`src/rtl/dotmac_pkg.sv`:
```
package dotmac_pkg;
  typedef enum logic [1:0] {
    ST_IDLE  = 2'd0,
    ST_ISSUE = 2'd1,
    ST_DRAIN = 2'd2,
    ST_WRITE = 2'd3
  } dm_state_e;
endpackage

```
`src/rtl/dotmac_ptr.sv`:
```
module dotmac_ptr #(
  parameter int AW = 6
) (
  input  logic          clk,
  input  logic          rst_n,
  input  logic          load,
  input  logic          inc,
  input  logic [AW-1:0] base,
  output logic [AW-1:0] ptr
);
  // Post-incrementing address register; wraps naturally modulo 2^AW.
  always_ff @(posedge clk or negedge rst_n) begin
    if (!rst_n)    ptr <= '0;
    else if (load) ptr <= base;
    else if (inc)  ptr <= ptr + AW'(1);
  end
endmodule

```
`src/rtl/dotmac_ctrl.sv`:
```
module dotmac_ctrl
  import dotmac_pkg::*;
#(
  parameter int NW = 6
) (
  input  logic          clk,
  input  logic          rst_n,
  input  logic          start,
  input  logic [NW-1:0] len,
  output logic          load,
  output logic          issue,
  output logic          rd_v,
  output logic          wr,
  output logic          busy
);
  dm_state_e     state, state_n;
  logic [NW-1:0] rem;

  assign load  = (state == ST_IDLE) && start;
  assign issue = (state == ST_ISSUE);
  assign wr    = (state == ST_WRITE);
  assign busy  = (state != ST_IDLE);

  always_comb begin
    state_n = state;
    unique case (state)
      ST_IDLE:  if (start) state_n = (len == '0) ? ST_WRITE : ST_ISSUE;
      ST_ISSUE: if (rem == NW'(1)) state_n = ST_DRAIN;
      // last product lands in the accumulator on the edge leaving this cycle
      ST_DRAIN: if (!rd_v) state_n = ST_WRITE;
      ST_WRITE: state_n = ST_IDLE;
      default:  state_n = ST_IDLE;
    endcase
  end

  always_ff @(posedge clk or negedge rst_n) begin
    if (!rst_n) begin
      state <= ST_IDLE;
      rem   <= '0;
      rd_v  <= 1'b0;
    end else begin
      state <= state_n;
      rd_v  <= issue;
      if (load)       rem <= len;
      else if (issue) rem <= rem - NW'(1);
    end
  end
endmodule

```
`src/rtl/dotmac_dp.sv`:
```
module dotmac_dp #(
  parameter int DW    = 8,
  parameter int ACC_W = 22
) (
  input  logic                    clk,
  input  logic                    rst_n,
  input  logic                    clear,
  input  logic                    rd_v,
  input  logic [DW-1:0]           a,
  input  logic [DW-1:0]           b,
  output logic signed [ACC_W-1:0] acc
);
  localparam int PW = 2 * DW;

  logic signed [PW-1:0] prod_q;
  logic                 pr_v;

  always_ff @(posedge clk or negedge rst_n) begin
    if (!rst_n) begin
      prod_q <= '0;
      pr_v   <= 1'b0;
      acc    <= '0;
    end else begin
      pr_v <= rd_v;
      if (rd_v) prod_q <= $signed(a) * $signed(b);
      if (clear)     acc <= '0;
      else if (pr_v) acc <= acc + ACC_W'(prod_q);
    end
  end
endmodule

```
`src/rtl/dotmac_engine.sv`:
```
module dotmac_engine #(
  parameter int AW    = 6,
  parameter int DW    = 8,
  parameter int NW    = 6,
  parameter int ACC_W = 2 * DW + NW
) (
  input  logic             clk,
  input  logic             rst_n,
  input  logic             start,
  input  logic [AW-1:0]    cmd_cbase,
  input  logic [AW-1:0]    cmd_xbase,
  input  logic [AW-1:0]    cmd_dst,
  input  logic [NW-1:0]    cmd_len,
  output logic             busy,
  output logic             done,
  output logic             c_en,
  output logic [AW-1:0]    c_addr,
  input  logic [DW-1:0]    c_rdata,
  output logic             x_en,
  output logic [AW-1:0]    x_addr,
  input  logic [DW-1:0]    x_rdata,
  output logic             r_we,
  output logic [AW-1:0]    r_addr,
  output logic [ACC_W-1:0] r_wdata
);
  localparam int NPTR = 2;

  logic load, issue, rd_v, wr;
  logic [AW-1:0] base_v [NPTR];
  logic [AW-1:0] ptr_v  [NPTR];
  logic signed [ACC_W-1:0] acc;

  assign base_v[0] = cmd_cbase;
  assign base_v[1] = cmd_xbase;

  dotmac_ctrl #(.NW(NW)) u_ctrl (
    .clk(clk), .rst_n(rst_n), .start(start), .len(cmd_len),
    .load(load), .issue(issue), .rd_v(rd_v), .wr(wr), .busy(busy)
  );

  for (genvar g = 0; g < NPTR; g++) begin : g_ptr
    dotmac_ptr #(.AW(AW)) u_ptr (
      .clk(clk), .rst_n(rst_n), .load(load), .inc(issue),
      .base(base_v[g]), .ptr(ptr_v[g])
    );
  end

  dotmac_ptr #(.AW(AW)) u_dst (
    .clk(clk), .rst_n(rst_n), .load(load), .inc(1'b0),
    .base(cmd_dst), .ptr(r_addr)
  );

  dotmac_dp #(.DW(DW), .ACC_W(ACC_W)) u_dp (
    .clk(clk), .rst_n(rst_n), .clear(load), .rd_v(rd_v),
    .a(c_rdata), .b(x_rdata), .acc(acc)
  );

  assign c_en    = issue;
  assign x_en    = issue;
  assign c_addr  = ptr_v[0];
  assign x_addr  = ptr_v[1];
  assign r_we    = wr;
  assign done    = wr;
  assign r_wdata = acc;
endmodule

```
`config.mk`:
```
export PLATFORM = sky130hd
export DESIGN_NAME = dotmac_engine
export DESIGN_NICKNAME = d
export VERILOG_FILES = /design/src/rtl/dotmac_pkg.sv /design/src/rtl/dotmac_ptr.sv /design/src/rtl/dotmac_ctrl.sv /design/src/rtl/dotmac_dp.sv /design/src/rtl/dotmac_engine.sv
export SDC_FILE = /design/constraint.sdc
export NUM_CORES = 1
export LEC_CHECK = 0
export BUFFER_PORTS_ARGS = -buffer_cell sky130_fd_sc_hd__clkbuf_2
export CAP_MARGIN = 25
export CELL_PAD_IN_SITES_DETAIL_PLACEMENT = 0
export CELL_PAD_IN_SITES_GLOBAL_PLACEMENT = 1
export CORE_MARGIN = 2
export CORE_UTILIZATION = 35
export DETAILED_ROUTE_END_ITERATION = 16
export PLACE_DENSITY_LB_ADDON = 0.2
export SYNTH_ARGS = -nofsm -noshare
export SYNTH_HDL_FRONTEND = slang
export SYNTH_SLANG_ARGS = --single-unit
```
`constraint.sdc`:
```
create_clock -name clk -period 2.6 [get_ports clk]
set_clock_uncertainty 0.2 [all_clocks]
set_input_delay 0.52 -clock clk [delete_from_list [all_inputs] [get_ports clk]]
set_output_delay 0.52 -clock clk [all_outputs]
set_load 0.01 [all_outputs]
```
==> results.txt <==
The summed instance area of the synthesized netlist is 0.00641 sq mm. The primary flip-flop cell chosen by synthesis mapping is dfrtp_1. In the final design database the tool counted 1037 nets. The floorplan die height is 139 um. 0 antenna diodes ended up in the layout. The core footprint came out at 0.0180 sq mm. Combinational logic burns 70.1% of the power. In this run, synthesis inferred 0 flip-flops with an integrated enable. Summed over all cells, the static leakage comes to 4.04 nW.

The via count came out at 5344. The die extent in x came out at 139 um. The flow ran to the end, but the final reports show violations.

The remaining antenna violation count is 0. On the worst path, the slowest cell contributes a delay of 0.55 ns. For the worst flop-to-flop path, the logic depth is 10. The maximum number of pins on one net before global-route repair came out at 30. The average routed wire per standard cell is 13.5 um.

STA classifies the critical path startpoint as an input port. The per-instance average area after synthesis is 9.05 sq um. The final design instance area without fill came out at 0.00855 sq mm.

The H-tree generated during clock tree synthesis spans 3 levels. The synthesized flop and latch total is 66. The cell family contributing the most delay on the critical path is adder cells. In this run, distinct cell masters in the synthesized netlist total 58. The library cell used most frequently in the layout, excluding fill and tap cells, is nand2_1. The tightest slew margin relative to the limit came out at 57.4%. The final-report hold violation count is 0. The peak ir drop on the vdd network is 0.000696 V.

The critical path in this run is classified as in -> reg. After floorplanning, the core was divided into 49 placement rows. Setup slack on the worst reg-to-reg path comes out at 0.07 ns.

The number of antenna violations at the first check in global routing is 0. The cell with the most instances on the worst path is fa_1. The number of stages on the worst setup path came out at 18. Setup violations remaining at the end of the flow were counted as 12. The cell chosen for the clock root is clkbuf_16.

The vias per cell is 4.80. The slowest library cell on the worst path is fa_1. The instance count of the mapped netlist is 708. The overall routed net length came out at 15000 um. The via count of the first global-routing pass came out at 5484.

The number of sinks driven by the clock tree came out at 66. The relative contribution of sequential cells to total power is 18.8%. The clock transition at the registers of the reported paths came out at 0.06 ns. Before CTS, the worst setup slack after placement is -2.20 ns.

The number of buffers and inverters on the critical path is 5. The detailed-placement wirelength estimate came out at 12400 um. Of all nets on the critical path, the largest fanout is 6. The final reports fail on negative setup slack. The detailed-routing iteration count for the pre-antenna-repair pass came out at 4.

The net switching power figure came out at 4.64 mW. TritonCTS built the clock tree. The total clock buffers created by CTS came out at 9. Cell internal power was estimated by the tool at 5.94 mW. The total of max-cap violations is 0. The arrival time of data at the critical path endpoint came out at 4.35 ns. The register area share after synthesis came out at 25.8%.

Setup repair after global routing could not meet its margin everywhere. The effective utilization at floorplan came out at 35.7%. The ratio of total power to cell area is 1240 mW/mm^2. Per report_power, the clock group accounts for 11.0% of the total. Of the total power, the share spent switching nets is 43.8%. Counting every net in the synthesized netlist gives 866. STA puts the critical path data required time at 2.61 ns. The path class of the tightest hold or removal check is in -> async. At the end of routability-driven placement, the weighted congestion stood at 0.892. The first global-routing pass estimated 25800 um of wire. The worst-skew pair later-pin latency is 0.33 ns. The worst setup margin is -1.74 ns. After global routing the overflow that remains totals 0. The share of synthesized registers carrying an async set or reset is 100%. In this run, the number of DRC markers left after iteration 0 of detailed routing was 154. The final core utilization came out at 47.6%. The kind of end point of the critical path is a flop. Subtracting the final worst setup slack from the clock period gives 4.34 ns. The pin slew with the least headroom to its limit came out at 0.639 ns.

The count of yosys warnings during synthesis came out at 0. The overall die area is 0.0194 sq mm. The number of DRC violations after detailed routing is 0. The number of primary I/O pins came out at 88. The number of input and output port buffers inserted came out at 87.

The global-route usage over all layers is 15.9%. The critical path goes through buf_8, and2_4, fa_1, inv_2, fa_1, inv_2, fa_1, inv_1, fa_1, inv_2, ha_4, nand2_2, o211ai_1, o311a_1, a41oi_2, nor2b_2, xnor2_1, mux2_4. From synthesis to final layout, the design area changed by 33.4%.

The post-placement cell area is 0.00785 sq mm. The worst-case clock buffer depth is 2. The share of final-layout standard cells stronger than drive strength 1 came out at 32.7%. The fmax came out at 230 MHz. The final-report max-slew violation count came out at 0. In the layout the commonest cells are 83 x nand2_1, 82 x inv_1, 82 x buf_4. The share of the cycle needed by the critical path after routing is 167%.
==> metrics by stage <==
stage	TNS (ns)	instances	hold slack, ns	power, mW
6_report	-15.48	1113	0.00644	10.6
5_1_grt	-17.03	1113	0.0474	11.7
4_1_cts	-15.89	1110	0.0166	10.5
3_5_place_dp	-20.76	1087	0.271	8.97
3_3_place_gp	-20.31	1087	0.257	8.85
2_1_floorplan	-15.97	708	0.0244	6.76
==> power groups by stage <==
stage / Sequential (mW) / Clock (mW) / Combinational [mW]
final: 1.99 / 1.17 / 7.42
after global routing: 2.06 / 1.25 / 8.41
after CTS: 2.00 / 1.20 / 7.26
after detailed placement: 2.02 / 0 / 6.95
after global placement: 1.99 / 0 / 6.86
after floorplan: 2.05 / 0 / 4.71
==> per-layer routing <==
metal / GRT usage [%] / wire length [um] / vias up / part of all wire (%)
met3: 2.41 / 374 / 18 / 2.5
met4: 4.89 / 247 / 0 / 1.6
li1: - / - / 2706 / -
met1: 21.4 / 7230 / 2541 / 48
met5: 0 / 0 / - / 0
met2: 26.5 / 7160 / 79 / 48
==> Yosys cell counts (6+ instances only) <==
library cell  instances  area share [%]
inv_1                97             5.7
and2_1               36             3.5
mux2_2                8             1.4
a31oi_1               6            0.59
nand2b_1              7            0.68
fa_1                 56              17
o21ai_0              39             3.0
o21a_1                6            0.70
or3_1                 7            0.68
nand3_1              11            0.86
nor4b_1               6            0.82
nand4_1               8            0.78
xor2_1               11             1.5
ha_1                 59              12
dfrtp_1              66              26
clkbuf_1             16            0.94
a21oi_1              28             2.2
xnor2_1              22             3.0
nand2_1              87             5.1
a211oi_1              8            0.94
mux2i_1              10             1.6
nor2b_1               7            0.68
nor2_1               34             2.0
nor3_1               14             1.1
==> cell families (layout without fill, tap and decap cells) <==
family	count (synthesis)	in the layout	synth area share, %
AOI/OAI and AO/OA	124	124	12.4
adders and majority gates	115	115	29.0
buffers and inverters	117	293	6.99
DFF	66	66	25.8
muxes	18	18	2.97
and+or+nand+nor	235	235	18.3
xor gates and xnor gates	33	33	4.51
==> flip-flops by register name (all words and copies together) (netlist names) <==
signal and flops:
u_dp.prod_q 16, u_dp.pr_v 1, u_dst.ptr 6, g_ptr.u_ptr.ptr 12, u_ctrl.rd_v 1, u_dp.acc 22, u_ctrl.state 2, u_ctrl.rem 6
==> worst paths after layout <==
check,from,end
min in group clk,cmd_dst[3],u_dst.ptr[3]$_DFFE_PN0P_
min reg2reg,u_dst.ptr[3]$_DFFE_PN0P_,u_dst.ptr[3]$_DFFE_PN0P_
max,x_rdata[4],u_dp.prod_q[13]$_DFFE_PN0P_
max in group asynchronous,rst_n,u_dp.prod_q[12]$_DFFE_PN0P_
min,rst_n,g_ptr[1].u_ptr.ptr[4]$_DFFE_PN0P_
max reg2reg,u_dp.acc[0]$_DFFE_PN0P_,u_dp.acc[14]$_DFFE_PN0P_
==> final cells by class <==
| cell class | instances | area (sq um) |
|---|---|---|
| tap | 229 | 287 |
| clock buffer | 13 | 270 |
| fill | 1745 | 9420 |
| multi-input combinational | 525 | 4680 |
| sequential | 66 | 1650 |
| inverter | 97 | 364 |
| clock inverter | 3 | 22.5 |
| timing repair buffer | 180 | 1270 |
==> what timing repair did <==
item                       CTS  global route
setup buffers                8             4
setup endpoints to repair   14            23
gates resized for setup     36            47
hold buffers                 0             0
pin swaps                   31            30
Power figures use the tool's default switching activity.
